--- src/rtl/stat_pkg.sv ---
package stat_pkg;
  typedef enum logic [1:0] {
    K_UPD  = 2'b00,
    K_READ = 2'b01,
    K_BOTH = 2'b10,
    K_BOTH2 = 2'b11
  } kind_t;

  typedef enum logic [3:0] {
    OP_KEEP = 4'd0, OP_PUT  = 4'd1, OP_AND  = 4'd2, OP_OR   = 4'd3,
    OP_XOR  = 4'd4, OP_INCS = 4'd5, OP_DECS = 4'd6, OP_ADDS = 4'd7,
    OP_SUBS = 4'd8, OP_INCW = 4'd9, OP_DECW = 4'd10
  } op_t;

  typedef enum logic [2:0] {
    ST_CLEAR, ST_IDLE, ST_FETCH, ST_EXEC, ST_WB
  } phase_t;
endpackage

--- src/rtl/stat_ram.sv ---
module stat_ram #(
  parameter int W = 16,
  parameter int DEPTH = 16,
  localparam int AW = $clog2(DEPTH)
) (
  input  logic          clk,
  input  logic          we,
  input  logic [AW-1:0] waddr,
  input  logic [W-1:0]  wdata,
  input  logic          re,
  input  logic [AW-1:0] raddr,
  output logic [W-1:0]  rdata
);
  logic [W-1:0] store [DEPTH];

  always_ff @(posedge clk) begin
    if (we) store[waddr] <= wdata;
    if (re) rdata <= store[raddr];
  end
endmodule

--- src/rtl/stat_alu.sv ---
module stat_alu
  import stat_pkg::*;
#(
  parameter int W = 16
) (
  input  logic [3:0]   op,
  input  logic [W-1:0] cur,
  input  logic [W-1:0] arg,
  output logic [W-1:0] res,
  output logic         hit_limit
);
  localparam logic [W-1:0] ALL1 = {W{1'b1}};

  logic [W:0] sum, dif, up, dn;

  always_comb begin
    sum = {1'b0, cur} + {1'b0, arg};
    dif = {1'b0, cur} - {1'b0, arg};
    up  = {1'b0, cur} + {{W{1'b0}}, 1'b1};
    dn  = {1'b0, cur} - {{W{1'b0}}, 1'b1};
    res = cur;
    hit_limit = 1'b0;
    case (op)
      OP_PUT:  res = arg;
      OP_AND:  res = cur & arg;
      OP_OR:   res = cur | arg;
      OP_XOR:  res = cur ^ arg;
      OP_INCS: begin res = up[W] ? cur : up[W-1:0];  hit_limit = up[W]; end
      OP_DECS: begin res = dn[W] ? cur : dn[W-1:0];  hit_limit = dn[W]; end
      OP_ADDS: begin res = sum[W] ? ALL1 : sum[W-1:0]; hit_limit = sum[W]; end
      OP_SUBS: begin res = dif[W] ? '0 : dif[W-1:0]; hit_limit = dif[W]; end
      OP_INCW: res = up[W-1:0];
      OP_DECW: res = dn[W-1:0];
      default: res = cur;
    endcase
  end
endmodule

--- src/rtl/stat_engine.sv ---
module stat_engine
  import stat_pkg::*;
#(
  parameter int W = 16,
  parameter int DEPTH = 16,
  localparam int AW = $clog2(DEPTH)
) (
  input  logic          clk,
  input  logic          rst,
  input  logic          cmd_valid,
  output logic          cmd_ready,
  input  logic [1:0]    cmd_kind,
  input  logic          cmd_form,
  input  logic [3:0]    cmd_op,
  input  logic [AW-1:0] cmd_addr,
  input  logic [W-1:0]  cmd_data,
  output logic          rsp_valid,
  output logic [W-1:0]  rsp_data,
  output logic          irq,
  input  logic          irq_clr
);
  localparam logic [AW-1:0] LAST = AW'(DEPTH - 1);
  localparam logic [W-1:0]  ALL1 = {W{1'b1}};

  phase_t        phase;
  logic [AW-1:0] clr_ptr;
  logic [1:0]    k_q;
  logic          f_q;
  logic [3:0]    op_q;
  logic [AW-1:0] a_q;
  logic [W-1:0]  d_q;
  logic [W-1:0]  old_q, new_q;
  logic          lim_q;
  logic          ready_q, rsp_q, irq_q;
  logic [W-1:0]  rsp_d_q;

  logic          mem_we, mem_re;
  logic [AW-1:0] mem_wa;
  logic [W-1:0]  mem_wd, mem_rd;
  logic [W-1:0]  alu_res;
  logic          alu_lim;
  logic          writes;

  assign writes = (k_q != K_READ);
  assign mem_re = (phase == ST_FETCH);
  always_comb begin
    mem_we = 1'b0;
    mem_wa = a_q;
    mem_wd = new_q;
    if (phase == ST_CLEAR) begin
      mem_we = 1'b1;
      mem_wa = clr_ptr;
      mem_wd = '0;
    end else if (phase == ST_WB && writes) begin
      mem_we = 1'b1;
    end
  end

  stat_ram #(.W(W), .DEPTH(DEPTH)) u_ram (
    .clk(clk), .we(mem_we), .waddr(mem_wa), .wdata(mem_wd),
    .re(mem_re), .raddr(a_q), .rdata(mem_rd)
  );

  stat_alu #(.W(W)) u_alu (
    .op(op_q), .cur(mem_rd), .arg(d_q), .res(alu_res), .hit_limit(alu_lim)
  );

  always_ff @(posedge clk) begin
    if (rst) begin
      phase   <= ST_CLEAR;
      clr_ptr <= '0;
      ready_q <= 1'b0;
      rsp_q   <= 1'b0;
      rsp_d_q <= '0;
      irq_q   <= 1'b0;
      k_q <= '0; f_q <= 1'b0; op_q <= '0; a_q <= '0; d_q <= '0;
      old_q <= '0; new_q <= '0; lim_q <= 1'b0;
    end else begin
      rsp_q <= 1'b0;
      irq_q <= irq_q & ~irq_clr;
      case (phase)
        ST_CLEAR: begin
          clr_ptr <= clr_ptr + 1'b1;
          if (clr_ptr == LAST) begin
            phase   <= ST_IDLE;
            ready_q <= 1'b1;
          end
        end
        ST_IDLE: if (cmd_valid && ready_q) begin
          k_q <= cmd_kind; f_q <= cmd_form; op_q <= cmd_op;
          a_q <= cmd_addr; d_q <= cmd_data;
          ready_q <= 1'b0;
          phase   <= ST_FETCH;
        end
        ST_FETCH: phase <= ST_EXEC;
        ST_EXEC: begin
          old_q <= mem_rd;
          new_q <= alu_res;
          lim_q <= alu_lim;
          phase <= ST_WB;
        end
        ST_WB: begin
          ready_q <= 1'b1;
          phase   <= ST_IDLE;
          if (k_q != K_UPD) begin
            rsp_q   <= 1'b1;
            rsp_d_q <= (k_q == K_READ || !f_q) ? old_q : new_q;
          end
          if (writes && lim_q) irq_q <= 1'b1;
        end
        default: phase <= ST_IDLE;
      endcase
    end
  end

  assign cmd_ready = ready_q;
  assign rsp_valid = rsp_q;
  assign rsp_data  = rsp_d_q;
  assign irq       = irq_q;

  assert_single_flight_R2: assert property (@(posedge clk) disable iff (rst)
    (cmd_valid && cmd_ready) |=> !cmd_ready);
  assert_rsp_pulse_R9: assert property (@(posedge clk) disable iff (rst)
    rsp_valid |=> !rsp_valid);
  assert_rsp_with_ready_R9: assert property (@(posedge clk) disable iff (rst)
    rsp_valid |-> cmd_ready);
  assert_read_no_write_R3: assert property (@(posedge clk) disable iff (rst)
    (mem_we && phase != ST_CLEAR) |-> (k_q != K_READ));
  assert_inc_sat_R5: assert property (@(posedge clk) disable iff (rst)
    (phase == ST_EXEC && op_q == OP_INCS && mem_rd == ALL1) |=> (new_q == ALL1 && lim_q));
  assert_dec_wrap_R7: assert property (@(posedge clk) disable iff (rst)
    (phase == ST_EXEC && op_q == OP_DECW && mem_rd == '0) |=> (new_q == ALL1 && !lim_q));
  assert_sub_floor_R6: assert property (@(posedge clk) disable iff (rst)
    (phase == ST_EXEC && op_q == OP_SUBS && mem_rd < d_q) |=> (new_q == '0));
  assert_irq_sticky_R10: assert property (@(posedge clk) disable iff (rst)
    (irq && !irq_clr) |=> irq);
  assert_no_ready_clearing_R1: assert property (@(posedge clk) disable iff (rst)
    (phase == ST_CLEAR) |-> !cmd_ready);
endmodule

--- config.mk ---
export PLATFORM = sky130hd
export DESIGN_NAME = stat_engine
export DESIGN_NICKNAME = d
export VERILOG_FILES = /design/src/rtl/stat_pkg.sv /design/src/rtl/stat_ram.sv /design/src/rtl/stat_alu.sv /design/src/rtl/stat_engine.sv
export SDC_FILE = /design/constraint.sdc
export NUM_CORES = 1
export LEC_CHECK = 0
export BUFFER_PORTS_ARGS = -buffer_cell sky130_fd_sc_hd__buf_2
export CORE_UTILIZATION = 48
export DETAILED_ROUTE_END_ITERATION = 6
export PLACE_DENSITY = 0.65
export SYNTH_ARGS = -nofsm -noshare
export SYNTH_HDL_FRONTEND = slang
export SYNTH_HIERARCHICAL = 1
export SYNTH_SLANG_ARGS = --single-unit
--- constraint.sdc ---
create_clock -name clk -period 5.42 [get_ports clk]
set_input_delay 0.271 -clock clk [delete_from_list [all_inputs] [get_ports clk]]
set_output_delay 0.271 -clock clk [all_outputs]
set_load 0.03 [all_outputs]
==> metrics.txt <==
outcome=finished with violations; violated checks=design-rule violations; total setup buffers inserted after CTS=0; Max Freq=259.4 MHz; DR DRC count=3; syn nets=1509; unrepaired setup endpoints after global routing=no; final slew viol count=0; register bit total from synthesis=358; chip height=193.0 um; top-area cell type share of the netlist area=46.66%; number of global-route vias before repair=12007; layout cell share with drive strength beyond 1=15.53%; Worst Hold Class=in2reg; Post-DP HPWL=32.40 mm; gr usage total=26.41%; post_cts resized=0; Layout area overhead=10.88%; Final ANT Viol Nets=0; Reg clk slew, reported paths=70 ps; Num CTS Buffers=38; Worst-Margin Slew=1164 ps; Startpoint Class=register; fin util=54.31%; IO Pins=50; worst hold slack=6.144 ps; setup tns final=0 ps; Die Wd=193.0 um; R2R depth=14; Worst setup EP type=register; PD cells=291.1 mW/mm^2; Layout Cells excl Fill=1942; # setup viols final=0; Leakage Power=6.470 nW; Worst-Skew Late Latency=540 ps; Reg2Reg Setup Slack=1560 ps; largest net degree at the start of global routing=87; CTS tree=built; post-synthesis sequential area ratio=56.49%; peak supply drop=0.0003226 V; dpl cells=1860; R2R Path End=new_q[9]; hold path endpoint=d_q[0]; htree depth=2; starting density of the core=48.98%; initial antenna violation count=1; drt pass-1 iters=7; Clock Sinks=358; Tmin final=3856 ps; Post-Syn Area=0.01751 sq mm; clock root buffer=clkbuf_16; Hold Vio Cnt, Final=0; 1st-iter DRT viols=1249; Hold Crit Start=cmd_data[0]; worst setup path class=reg2reg; top cell type by total area after synthesis=edfxtp_1; synth cell count leaders=edfxtp_1 (272), nand2_1 (141), a21oi_1 (117); Syn Inst Count=1420; first-pass GRT wire length=73.01 mm; WL final=48.72 mm; Hold Path Cell Cnt=3; Placer Congestion=0.9414; reg2reg start=u_ram/rdata[0]; Mean Syn Cell Area=12.33 sq um; count leader, synth=edfxtp_1; slew margin rel.=22.35%; Ys Warns=6; row count=69; CP max FO=9; Port-buffer cells=49; core area=0.03574 sq mm; Netlist cell types=89; Req. time, crit path=5810 ps; top post-synthesis cells by area=edfxtp_1 (47%), dfxtp_1 (9.8%), mux4_2 (6.9%); WL/cell=25.08 um; Layout Nets=1544; clock tree buffer depth=3; Worst EP arrival=4240 ps; max cap viols=0; die area=0.03724 sq mm; Post-synth ARST share=0%; Post-synth EDFFs=272; total gr overflow=0; DR vias/cell=6.356; Vias=12344; period utilization=71.14%; Clock Skew=26.15 ps; n_diodes=0; Most used DFF post-synth=edfxtp_1
==> critical path, cell delays in order (launching register included) <==
cell      delay (ps)
edfxtp_1         560
inv_1            270
ha_1             180
inv_1             50
fa_1             430
nor2b_1          180
o311ai_0         390
a211o_1          200
nand2_1          100
o31ai_2          310
a221o_1          470
o211ai_1         180
a221o_1          290
nand2_1           60
a21oi_1           60
==> worst max path at each step <==
stage,startpoint,to,slack [ps],depth (start not counted)
after floorplan,phase[2],u_ram/store[0][0],2200,7
after global placement,u_ram/rdata[0],new_q[7],1700,14
after detailed placement,u_ram/rdata[0],new_q[7],1630,14
after CTS,u_ram/rdata[0],new_q[7],1640,14
after global routing,u_ram/rdata[0],new_q[9],1340,14
final,u_ram/rdata[0],new_q[9],1560,14
==> sequential cells by signal, indices dropped and copies added (netlist names) <==
register and count:
u_ram/store 256, op_q 4, d_q 16, f_q 1, u_ram/rdata 16, clr_ptr 4
rsp_data 16, lim_q 1, k_q 2, new_q 16, rsp_valid 1, phase 3
old_q 16, a_q 4, irq 1, cmd_ready 1
==> where the power goes <==
part	switching, mW	total (mW)	internal (mW)
clock	1.08	2.54	1.46
combinational	0.0785	0.130	0.0513
sequential	0.0118	2.98	2.97
total	1.17	5.65	4.48
==> metrics by stage <==
| step | area, sq um | total power [mW] | worst slack (ps) |
|---|---|---|---|
| detailed placement | 18040 | 3.158 | 1628 |
| floorplan | 17510 | 3.105 | 2204 |
| global placement | 18040 | 3.153 | 1699 |
| CTS | 19410 | 5.689 | 1644 |
| finish | 19410 | 5.651 | 1564 |
| global route | 19410 | 5.796 | 1343 |
==> layer usage <==
layer  up-vias  track usage (%)  share of wire, %
met2       538            42.94                48
met1      6198            36.40                42
met4         0            8.053               2.8
met5         -                0                 0
li1       5513                -                 -
met3        95            4.471               8.0
==> cell families after synthesis <==
| family | count (synthesis) | synth area share (%) |
|---|---|---|
| xor+xnor | 28 | 1.401 |
| simple gates | 393 | 11.05 |
| fa+ha+maj | 58 | 4.231 |
| flops | 358 | 56.49 |
| buf+inv | 147 | 4.217 |
| compound gates | 372 | 14.17 |
| mux | 64 | 8.448 |
==> cell type report <==
cell class | instances | area (sq um)
Clock buffer | 50 | 1006
Multi-Input combinational cell | 915 | 6929
Clock inverter | 16 | 201.4
Timing Repair Buffer | 94 | 623.1
Inverter | 48 | 180.2
Tap cell | 461 | 576.8
Fill cell | 2993 | 16330
Sequential cell | 358 | 9894
==> repair_timing <==
action	4_1_cts	5_1_grt
endpoints found under the hold margin	16	0
setup endpoints to repair	0	0
hold buffers	16	0
==> placed cells by master, fill, tap and decap left out, types with 5 or more instances in the layout <==
cell	Yosys	routed
o22ai_1	7	7
nor4_1	5	5
o21ai_0	69	69
a21oi_1	117	117
buf_4	10	29
clkbuf_16	0	38
a22oi_1	42	42
o221ai_1	6	6
o211ai_1	10	10
and2_1	20	20
and3_1	6	6
nor2_2	0	12
clkbuf_1	43	11
nand2b_1	10	10
inv_1	48	48
dlygate4sd3_1	0	16
a221o_1	8	8
o21bai_1	6	6
ha_1	56	56
a311oi_1	17	17
nand2_1	141	141
xnor2_1	24	24
a22o_1	6	6
nor2_1	68	56
a211oi_1	8	8
edfxtp_1	272	272
dfxtp_1	86	84
buf_2	22	49
nand3_1	60	60
mux4_2	54	54
mux4_1	10	10
nor3_1	36	32
a221oi_1	13	13
a21o_1	9	9
nor2b_1	7	7
Note: power is estimated with default switching activity, not from simulation.
